==> src/rtl/alias_guard_pkg.sv <==
package alias_guard_pkg;

   typedef logic [1:0] acc_size_t;

   // access length in bytes for a size code
   function automatic logic [3:0] size_bytes(input acc_size_t code);
      return 4'd1 << code;
   endfunction

endpackage

==> src/rtl/alias_slot.sv <==
module alias_slot
   import alias_guard_pkg::*;
#(
   parameter int ADDR_W = 16
) (
   input  logic              clk,
   input  logic              rst_n,
   input  logic              clr,
   input  logic              wr,
   input  logic [ADDR_W-1:0] wr_addr,
   input  acc_size_t         wr_size,
   input  logic [ADDR_W-1:0] q_addr,
   input  acc_size_t         q_size,
   output logic              hit
);
   localparam int EXT_W = ADDR_W + 1;

   logic              valid_q;
   logic [ADDR_W-1:0] base_q;
   acc_size_t         size_q;

   always_ff @(posedge clk) begin
      if (!rst_n) begin
         valid_q <= 1'b0;
         base_q  <= '0;
         size_q  <= '0;
      end else if (clr) begin
         valid_q <= 1'b0;
      end else if (wr) begin
         valid_q <= 1'b1;
         base_q  <= wr_addr;
         size_q  <= wr_size;
      end
   end

   logic [EXT_W-1:0] s_lo, s_hi, q_lo, q_hi;

   always_comb begin
      s_lo = {1'b0, base_q};
      s_hi = s_lo + EXT_W'(size_bytes(size_q));
      q_lo = {1'b0, q_addr};
      q_hi = q_lo + EXT_W'(size_bytes(q_size));
      hit  = valid_q && (s_lo < q_hi) && (q_lo < s_hi);
   end

   a_r7_clear_empties: assert property (@(posedge clk) disable iff (!rst_n)
      clr |=> !valid_q);

   a_r2_protect_records: assert property (@(posedge clk) disable iff (!rst_n)
      (wr && !clr) |=> (valid_q && base_q == $past(wr_addr) && size_q == $past(wr_size)));

   a_r8_invalid_no_hit: assert property (@(posedge clk) disable iff (!rst_n)
      !valid_q |-> !hit);

endmodule

==> src/rtl/alias_fault_stage.sv <==
module alias_fault_stage #(
   parameter int NUM_REGS = 8
) (
   input  logic                clk,
   input  logic                rst_n,
   input  logic                chk_en,
   input  logic [NUM_REGS-1:0] hit_vec,
   input  logic [NUM_REGS-1:0] chk_sel,
   output logic                fault,
   output logic [NUM_REGS-1:0] fault_vec
);
   logic [NUM_REGS-1:0] sel_hits;

   always_comb sel_hits = hit_vec & chk_sel;

   always_ff @(posedge clk) begin
      if (!rst_n) begin
         fault     <= 1'b0;
         fault_vec <= '0;
      end else begin
         fault     <= chk_en && (sel_hits != '0);
         fault_vec <= chk_en ? sel_hits : '0;
      end
   end

   a_r5_idle_clears: assert property (@(posedge clk) disable iff (!rst_n)
      !chk_en |=> (fault_vec == '0 && !fault));

   a_r3_within_mask: assert property (@(posedge clk) disable iff (!rst_n)
      chk_en |=> ((fault_vec & ~$past(chk_sel)) == '0));

   a_r5_flag_matches_vec: assert property (@(posedge clk) disable iff (!rst_n)
      fault == (fault_vec != '0));

endmodule

==> src/rtl/alias_guard_unit.sv <==
module alias_guard_unit
   import alias_guard_pkg::*;
#(
   parameter int ADDR_W   = 16,
   parameter int NUM_REGS = 8,
   localparam int IDX_W   = $clog2(NUM_REGS)
) (
   input  logic                clk,
   input  logic                rst_n,
   input  logic                clear_all,
   input  logic                prot_en,
   input  logic                chk_en,
   input  logic [ADDR_W-1:0]   acc_addr,
   input  logic [1:0]          acc_size,
   input  logic [IDX_W-1:0]    prot_sel,
   input  logic [NUM_REGS-1:0] chk_sel,
   output logic                fault,
   output logic [NUM_REGS-1:0] fault_vec
);
   if (NUM_REGS < 2 || NUM_REGS > 64) begin : g_bad_regs
      $error("alias_guard_unit: NUM_REGS must lie in 2..64");
   end
   if (ADDR_W < 4 || ADDR_W > 63) begin : g_bad_addr
      $error("alias_guard_unit: ADDR_W must lie in 4..63");
   end

   logic [NUM_REGS-1:0] hit_vec;
   logic [NUM_REGS-1:0] wr_vec;

   for (genvar i = 0; i < NUM_REGS; i++) begin : g_slot
      assign wr_vec[i] = prot_en && (prot_sel == IDX_W'(i));

      alias_slot #(.ADDR_W(ADDR_W)) u_slot (
         .clk     (clk),
         .rst_n   (rst_n),
         .clr     (clear_all),
         .wr      (wr_vec[i]),
         .wr_addr (acc_addr),
         .wr_size (acc_size_t'(acc_size)),
         .q_addr  (acc_addr),
         .q_size  (acc_size_t'(acc_size)),
         .hit     (hit_vec[i])
      );
   end

   alias_fault_stage #(.NUM_REGS(NUM_REGS)) u_fault (
      .clk       (clk),
      .rst_n     (rst_n),
      .chk_en    (chk_en),
      .hit_vec   (hit_vec),
      .chk_sel   (chk_sel),
      .fault     (fault),
      .fault_vec (fault_vec)
   );

   a_r2_single_write: assert property (@(posedge clk) disable iff (!rst_n)
      $onehot0(wr_vec));

endmodule

==> config.mk <==
export PLATFORM = sky130hd
export DESIGN_NAME = alias_guard_unit
export DESIGN_NICKNAME = d
export VERILOG_FILES = /design/src/rtl/alias_guard_pkg.sv /design/src/rtl/alias_slot.sv /design/src/rtl/alias_fault_stage.sv /design/src/rtl/alias_guard_unit.sv
export SDC_FILE = /design/constraint.sdc
export NUM_CORES = 1
export LEC_CHECK = 0
export BUFFER_PORTS_ARGS = -buffer_cell sky130_fd_sc_hd__buf_2
export CAP_MARGIN = 40
export CORE_ASPECT_RATIO = 0.8
export CORE_MARGIN = 2
export CORE_UTILIZATION = 28
export DETAILED_ROUTE_END_ITERATION = 6
export PLACE_DENSITY = 0.48
export SLEW_MARGIN = 20
export SYNTH_ARGS = -nofsm -noshare
export SYNTH_HDL_FRONTEND = slang
export SYNTH_HIERARCHICAL = 1
export SYNTH_SLANG_ARGS = --single-unit
==> constraint.sdc <==
create_clock -name clk -period 4.3 [get_ports clk]
set_clock_uncertainty 0.05 [all_clocks]
set_input_delay 0.215 -clock clk [delete_from_list [all_inputs] [get_ports clk]]
set_output_delay 0.215 -clock clk [all_outputs]
set_load 0.005 [all_outputs]
==> results of run 1 <==
==> cells in the final DEF (no fill, tap or decap), types with 35 or more instances in the layout <==
master    netlist  layout
nand2_1       388     388
ha_1          304     304
dfxtp_1       161     161
xor2_1        140     140
nand3_1       123     123
a21oi_1        93      93
a21boi_0       93      93
xnor2_1        84      84
nor2_1         77      77
buf_4           0      59
o21ai_0        55      55
a21boi_1       54      54
nand4_1        53      53
nor2b_1        53      51
and3_1         43      43
buf_2           0      41
a21o_1         37      37
inv_1          35      35
==> cell type report <==
| cell class | count | area [um2] |
|---|---|---|
| clock buffer | 19 | 443 |
| sequential | 161 | 3220 |
| antenna | 2 | 5.00 |
| fill | 6270 | 40500 |
| inverter | 38 | 143 |
| clock inverter | 13 | 126 |
| tap | 779 | 975 |
| timing repair buffer | 123 | 1000 |
| multi-input combinational | 1859 | 13600 |
==> worst paths after layout <==
| kind | start | end | slack (ns) |
|---|---|---|---|
| max | g_slot[6].u_slot/size_q[0] | u_fault/fault | 0.34 |
| min | acc_addr[0] | g_slot[1].u_slot/base_q[0] | 0.04 |
| max reg2reg | g_slot[6].u_slot/size_q[0] | u_fault/fault | 0.34 |
| min reg2reg | g_slot[0].u_slot/size_q[0] | g_slot[0].u_slot/size_q[0] | 0.44 |
==> through the flow <==
step                util (%)  hold WS, ns
floorplan                  -        0.241
global placement        31.3        0.427
detailed placement      31.3        0.427
CTS                     32.4       0.0171
global route            32.5       0.0449
finish                  32.5       0.0372
==> what timing repair did <==
| action | in CTS | in global routing |
|---|---|---|
| resized for setup | 0 | 6 |
| setup endpoints to repair | 0 | 1 |
| hold endpoints to repair | 4 | 0 |
| hold buffers | 4 | 0 |
==> worst min-delay path, cell delays in order <==
cell and delay (ns):
buf_2 0.16, nand2_1 0.07, a21boi_1 0.05
==> state kept, by name (all words and copies together) (netlist names) <==
register               cells
g_slot.u_slot/base_q     128
g_slot.u_slot/size_q      16
g_slot.u_slot/valid_q      8
u_fault/fault_vec          8
u_fault/fault              1
==> per-layer routing <==
metal	wire (um)	GRT usage, %	up-vias	part of all wire (%)
met5	13	0	-	0.024
met4	469	2.74	2	0.86
met3	2400	2.84	25	4.4
met2	22000	25.4	281	40
met1	29600	26.9	7435	54
li1	-	-	7763	-
==> kinds of logic (layout without fill, tap and decap cells) <==
group | after synthesis | count (layout) | share of synthesized area [%]
buffers and inverters | 78 | 193 | 1.72
AOI/OAI and AO/OA | 444 | 444 | 18.1
and+or+nand+nor | 871 | 871 | 25.6
DFF | 161 | 161 | 18.9
xor gates and xnor gates | 224 | 224 | 11.5
other | 0 | 2 | 0
adders and majority gates | 320 | 320 | 24.2
==> power groups by stage <==
| stage | Sequential (W) | Combinational [W] | Clock (W) |
|---|---|---|---|
| final | 0.00153 | 0.000900 | 0.00156 |
| after global routing | 0.00154 | 0.00101 | 0.00168 |
| after CTS | 0.00153 | 0.000899 | 0.00162 |
| after detailed placement | 0.00157 | 0.000890 | 0 |
| after global placement | 0.00157 | 0.000870 | 0 |
| after floorplan | 0.00156 | 0.000503 | 0 |
==> run metrics, run 1 <==
Synth Register Bits=161; final-report setup violation count=0; CTS Buffer Depth=2; PwrDens=205 nW/um2; number of distinct library cells after synthesis=48; total CTS buffers=17; setup TNS=0 ns; Tot Pwr=0.00400 W; status=completed; Iteration-0 DRC Markers=946; Flop pwr share=38.4%; synthesized cell area=17100 um2; internal power=0.00269 W; Commonest cells post-synth=nand2_1, ha_1, dfxtp_1, xor2_1, nand3_1; register area share after synthesis=18.9%; Placement Setup Slack=0.152 ns; Final period util=92.1%; syn avg cell area=8.14 um2; CTS tree=built; clock-pin slew on the worst setup and hold paths=0.07 ns; final setup margin=0.341 ns; largest net degree at the start of global routing=69; Fin. Hold Viols=0; vias in the first global route=14600; Worst Hold Class=input port to flop; Worst-Margin Slew=0.813 ns; Die Y-Extent=225 um; VDD IR max=0.211 mV; initial core utilization=28.5%; Tmin final=3.96 ns; CP Buf/Inv Count=1; post-route ant nets=0; Switching Fraction=32.7%; fraction of layout cells with a size suffix above 1=9.35%; Root Driver=clkbuf_16; Crit-path slowest cell=a2111oi_0; max_cap viols=0; Max-slew headroom=45.8%; # DRC=0; worst reg2reg path depth=17; Yosys warning count=6; layout net count=2554; RSZ-0062 raised after global routing=false; total number of vias=15500; crit path DAT=4.29 ns; syn nets=2452; NetSw=0.00131 W; all-layer global routing usage=17.4%; H-tree levels=4; critical path's top delay family=compound AO/OA/AOI/OAI gates; vias per cell=5.18; Final Max Tran Viols=0; router iterations before antenna repair=5; HPWL Detailed=41100 um; top cells by area, synth=ha_1, dfxtp_1, nand2_1; ys async rst share=0%; Mapped Cells=2098; core outline area=60000 um2; global route overflow=0; die area=63000 um2; Worst Hold Path Cells=3; global-route wire length before repair=85700 um; EDFF count, synth=0; dpl cells=2950; delay of the slowest cell on the worst path=0.47 ns; Avg WL per Cell=18.2 um; Final Cell Area=19500 um2; initial antenna violation count=4; Max Freq=253 MHz; WP data required=4.63 ns; CP cell instances=nor2b_1 -> ha_1 -> a21o_1 -> a21oi_1 -> o21bai_1 -> buf_4 -> nand3_1 -> xor2_1 -> ha_1 -> a211oi_1 -> nand2_1 -> a2111oi_0 -> nand2_1 -> a221oi_2 -> nand2_1 -> and4_1 -> a41oi_2; die width=280 um; I/O Buffers=42; share of the synthesized area in the top cell type=22.3%; ys flop type=dfxtp_1; Placed Area=18800 um2; final WL=54500 um; Post-CTS Repair Setup Buffers=0; Placer Congestion=0.853; Comb power frac=22.5%; Cell Rows=80; Yosys top cell by area=ha_1; P&R area growth vs syn=14.2%; clk sinks=161; cell count along the critical path=17; leak pwr=7.63 nW; count leader, synth=nand2_1; Worst path most repeated cell=nand2_1; Worst Setup Start Kind=flop; critical path class=flop to flop; crit-path max FO=6; share of total power in the clock network=39.1%; worst-skew pair later-pin latency=0.46 ns; Worst setup EP type=flop; io pins=43; fin cells=2994
(Power assumes the default switching activity.)
==> run 2: changes to the inputs <==
- PLACE_DENSITY: 0.48 -> 0.39
==> run 2 against run 1 <==
  * Highest routed layer unchanged
  * Critical endpoint unchanged
  * Largest cell class unchanged
  * Sequential power about the same
  * Sequential share of layout area decreased by 0.19 points
  * Sequential cell count unchanged
  * Global-route usage increased by 1.4 points
  * Routed wire length increased by 5.5%
==> run metrics, run 2 (same netlist as run 1, synthesis figures left out) <==
status=completed; Final Cell Area=19700 um2; H-tree levels=4; fraction of layout cells with a size suffix above 1=10.2%; Placed Area=19000 um2; # DRC=0; P&R area growth vs syn=15.5%; final WL=57500 um; setup TNS=0 ns; max_cap viols=0; clk sinks=161; largest registers=g_slot.u_slot/base_q x128, g_slot.u_slot/size_q x16; Die Y-Extent=225 um; R2R Setup Slk=0.41 ns; crit path DAT=4.26 ns; VDD IR max=0.294 mV; core outline area=60000 um2; io pins=43; Placer Congestion=0.822; max FFs per register=128; initial antenna violation count=5; worst-skew pair later-pin latency=0.50 ns; most frequent cells in the layout=nand2_1, ha_1, dfxtp_1; final-report setup violation count=0; Tmin final=3.89 ns; Worst Setup Start Kind=flop; all-layer global routing usage=18.9%; CTS tree=built; layout net count=2573; die area=63000 um2; Max-slew headroom=47.0%; Worst Hold Class=input port to flop; Top reg by flops=g_slot.u_slot/base_q; Fillers=6374; vias per cell=5.11; delay of the slowest cell on the worst path=0.42 ns; CP cell instances=nor2b_1 -> ha_1 -> a21o_1 -> a21oi_1 -> o21bai_1 -> nand4_1 -> xor2_1 -> ha_1 -> and4_1 -> a2111oi_0 -> nand2_1 -> a221oi_2 -> nand2_1 -> and4_1 -> a41oi_2; critical path's top delay family=compound AO/OA/AOI/OAI gates; vias in the first global route=15200; Cell Rows=80; global route overflow=0; RSZ-0062 raised after global routing=false; leading cell type in the layout, fill and taps excluded=nand2_1; Root Driver=clkbuf_16; Iteration-0 DRC Markers=892; Post-CTS Repair Setup Buffers=0; crit-path max FO=6; Final period util=90.4%; I/O Buffers=42; total number of vias=15400; HPWL Detailed=44000 um; global-route wire length before repair=90700 um; PwrDens=210 nW/um2; clock-pin slew on the worst setup and hold paths=0.07 ns; Final Max Tran Viols=0; CTS Buffer Depth=2; CP Buf/Inv Count=0; Max Freq=257 MHz; Worst setup EP type=flop; critical path class=flop to flop; Worst-Margin Slew=0.795 ns; router iterations before antenna repair=5; total CTS buffers=17; initial core utilization=28.5%; Fin. Hold Viols=0; Crit-path slowest cell=a2111oi_0; leak pwr=7.74 nW; post-route ant nets=0; WP data required=4.67 ns; largest net degree at the start of global routing=71; die width=280 um; Reg area=3220 um2; area of the multi-input gates=13600 um2; Avg WL per Cell=19.1 um
==> run 2: changes by cell type in the layout (fill, tap and decap cells not counted), sizes merged <==
cell	before	now
diode	2	1
dlygate4sd3	4	6
bufinv	1	3
clkinv	4	5
buf	119	136
clkbuf	19	20
inv	43	39
==> run 2: cell type report <==
type / instances / share of cell area, %
diodes: 1 / 0.0127
multi-input cells: 1859 / 68.9
clock buffers: 20 / 2.32
flip-flops and latches: 161 / 16.3
repair buffers: 142 / 5.95
well taps: 779 / 4.94
inverters: 38 / 0.723
clock inverters: 12 / 0.799
==> run 2: worst reg2reg max path, delay by kind of cell (launching register included) <==
kind / cells / cell delay [ns]
AOI/OAI and AO/OA: 6 / 1.53
and+or+nand+nor: 6 / 1.16
adders and majority gates: 2 / 0.53
DFF: 1 / 0.38
xor gates and xnor gates: 1 / 0.17
==> run 2: final timing paths <==
path	startpoint	end	cells past startpoint
max	g_slot[6].u_slot/size_q[0]	u_fault/fault	15
min	acc_addr[12]	g_slot[6].u_slot/base_q[12]	3
max reg2reg	g_slot[6].u_slot/size_q[0]	u_fault/fault	15
min reg2reg	g_slot[1].u_slot/base_q[3]	g_slot[1].u_slot/base_q[3]	2
==> run 2: routing by layer <==
layer / vias up / wire (um) / GRT usage, % / share of wire, %
met5: - / 44 / 0 / 0.077
met4: 6 / 791 / 4.95 / 1.4
met3: 46 / 1680 / 2.69 / 2.9
met2: 220 / 24600 / 28.8 / 43
met1: 7298 / 30400 / 27.5 / 53
li1: 7812 / - / - / -
==> run 2: through the flow <==
| step | worst slack (ns) | power, W | hold slack, ns | std cells | util (%) |
|---|---|---|---|---|---|
| after floorplan | 0.999 | 0.00206 | 0.241 | 2098 | - |
| after global placement | 0.00232 | 0.00247 | 0.427 | 2957 | 31.4 |
| after detailed placement | 0.0201 | 0.00248 | 0.432 | 2968 | 31.6 |
| after CTS | 0.379 | 0.00422 | 0.00801 | 3006 | 32.8 |
| after global routing | 0.0324 | 0.00438 | 0.0651 | 3011 | 32.9 |
| final | 0.411 | 0.00414 | 0.0418 | 3012 | 32.9 |
==> run 2: timing repair <==
| item | in CTS | in global routing |
|---|---|---|
| hold buffers | 6 | 0 |
| setup endpoints to repair | 0 | 1 |
| resized for setup | 0 | 3 |
| endpoints found under the hold margin | 6 | 0 |
==> run 2: where the power goes <==
group	internal [W]	switching, W	leakage [nW]	total, W
clock	0.000944	0.000746	0.293	0.00169
sequential	0.00151	0.0000265	1.30	0.00154
combinational	0.000370	0.000547	6.14	0.000917
total	0.00282	0.00132	7.74	0.00414
==> run 3: changes to the inputs <==
- PLACE_DENSITY: 0.39 -> 0.38
==> run 3 against run 2 <==
  * Via count shrank 0.14%
  * Critical path depth increased by 1
  * Core utilization about the same
  * Global-route usage is 0.40 points higher
  * Routed wire length up 3.3%
  * Critical path type unchanged
  * Largest cell class unchanged
  * Highest routed layer unchanged
==> run metrics, run 3 (same netlist as run 1, synthesis figures left out) <==
share of total power in the clock network=41.3%; Max Freq=251 MHz; HPWL Detailed=45000 um; Tot Pwr=0.00420 W; max FFs per register=128; Worst Setup Start Kind=flop; total CTS buffers=17; max_cap viols=0; total number of vias=15400; leading cell type in the layout, fill and taps excluded=nand2_1; NetSw=0.00132 W; router iterations before antenna repair=5; critical path class=flop to flop; Final Max Tran Viols=0; layout net count=2568; Avg WL per Cell=19.8 um; crit path DAT=4.34 ns; P&R area growth vs syn=15.5%; Root Driver=clkbuf_16; clk sinks=161; largest registers=g_slot.u_slot/base_q x128, g_slot.u_slot/size_q x16; Iteration-0 DRC Markers=808; Max-slew headroom=43.2%; core outline area=60000 um2; Switching Fraction=31.5%; die area=63000 um2; CTS tree=built; PwrDens=213 nW/um2; Top reg by flops=g_slot.u_slot/base_q; VDD IR max=0.263 mV; dpl cells=2970; global-route wire length before repair=91700 um; RSZ-0062 raised after global routing=false; global route overflow=0; Worst-Margin Slew=0.852 ns; Comb power frac=22.1%; final WL=59400 um; die width=280 um; Tmin final=3.98 ns; setup TNS=0 ns; worst-skew pair later-pin latency=0.50 ns; largest net degree at the start of global routing=133; I/O Buffers=42; all-layer global routing usage=19.3%; H-tree levels=4; Worst Hold Path Cells=3; Flop pwr share=36.6%; WP data required=4.66 ns; most frequent cells in the layout=nand2_1, ha_1, dfxtp_1; clock-pin slew on the worst setup and hold paths=0.07 ns; status=completed; Worst setup EP type=flop; crit-path max FO=6; post-route ant nets=0; final-report setup violation count=0; Placement Setup Slack=0.159 ns; leak pwr=7.74 nW; vias per cell=5.11; fraction of layout cells with a size suffix above 1=9.97%; Cell Rows=80; worst reg2reg path depth=16; Final period util=92.6%; internal power=0.00288 W; final setup margin=0.316 ns; fin cells=3006; vias in the first global route=15000; # DRC=0; Worst Hold Class=input port to flop; Fin. Hold Viols=0; initial antenna violation count=4; Placer Congestion=0.839; io pins=43; CTS Buffer Depth=2; Die Y-Extent=225 um; initial core utilization=28.5%
## run 3: cell count changes in the layout (fill, tap and decap cells not counted), sizes merged
cell	previous run	this run
clkinv	5	4
clkinvlp	3	2
clkbuf	20	21
bufinv	3	4
inv	39	38
buf	136	133
dlygate4sd3	6	4
## run 3: what timing repair did
action,4_1_cts,5_1_grt
endpoints found under the hold margin,4,0
setup buffers,0,0
gates resized for setup,0,2
endpoints found under the setup margin,0,1
hold buffers,4,0
## run 3: final cells by class
class                           count  area [um2]
Tap cell                          779         975
Inverter                           38         143
Sequential cell                   161        3220
Timing Repair Buffer              137        1180
Antenna cell                        1        2.50
Clock inverter                     10         159
Multi-Input combinational cell   1859       13600
Clock buffer                       21         460
Fill cell                        6324       40200
## run 3: final timing paths
| path | start | to | slack (ns) |
|---|---|---|---|
| setup reg to reg | g_slot[2].u_slot/size_q[0] | u_fault/fault | 0.32 |
| hold reg to reg | g_slot[7].u_slot/size_q[0] | g_slot[7].u_slot/size_q[0] | 0.45 |
| setup / recovery | g_slot[2].u_slot/size_q[0] | u_fault/fault | 0.32 |
| hold / removal | acc_size[1] | g_slot[4].u_slot/size_q[1] | 0.04 |
## run 3: power by group through the flow
stage                     Combinational, W  Sequential, W  Clock (W)
final                             0.000928        0.00154    0.00173
after global routing               0.00104        0.00154    0.00187
after CTS                         0.000935        0.00154    0.00181
after detailed placement          0.000925        0.00157          0
after global placement            0.000910        0.00157          0
after floorplan                   0.000503        0.00156          0
## run 3: worst max-delay path: stages, from the launching register on
cell,delay [ns]
dfxtp_1,0.38
nor2b_1,0.26
ha_1,0.28
a21o_1,0.16
a21oi_1,0.21
o21bai_1,0.09
buf_4,0.16
nand4_1,0.10
xor2_1,0.15
ha_1,0.25
and4_1,0.22
a2111oi_0,0.48
nand2_1,0.20
a221oi_2,0.30
nand2_1,0.17
and4_1,0.23
a41oi_2,0.19
## run 3: stage by stage
stage	util (%)	cell area (um2)	hold WS (ns)
after global routing	32.9	19700	0.0568
after floorplan	-	17100	0.241
after global placement	31.5	18900	0.412
after detailed placement	31.8	19100	0.411
after CTS	32.9	19700	0.00716
final	32.9	19700	0.0364
## run 3: per-layer routing
metal | part of all wire, % | vias to the layer above | global-route usage [%] | wire length [um]
met2 | 41 | 224 | 28.6 | 24500
met5 | 0.067 | - | 0 | 40
li1 | - | 7786 | - | -
met4 | 1.3 | 6 | 4.59 | 792
met1 | 54 | 7298 | 28.5 | 31900
met3 | 3.7 | 47 | 3.38 | 2190
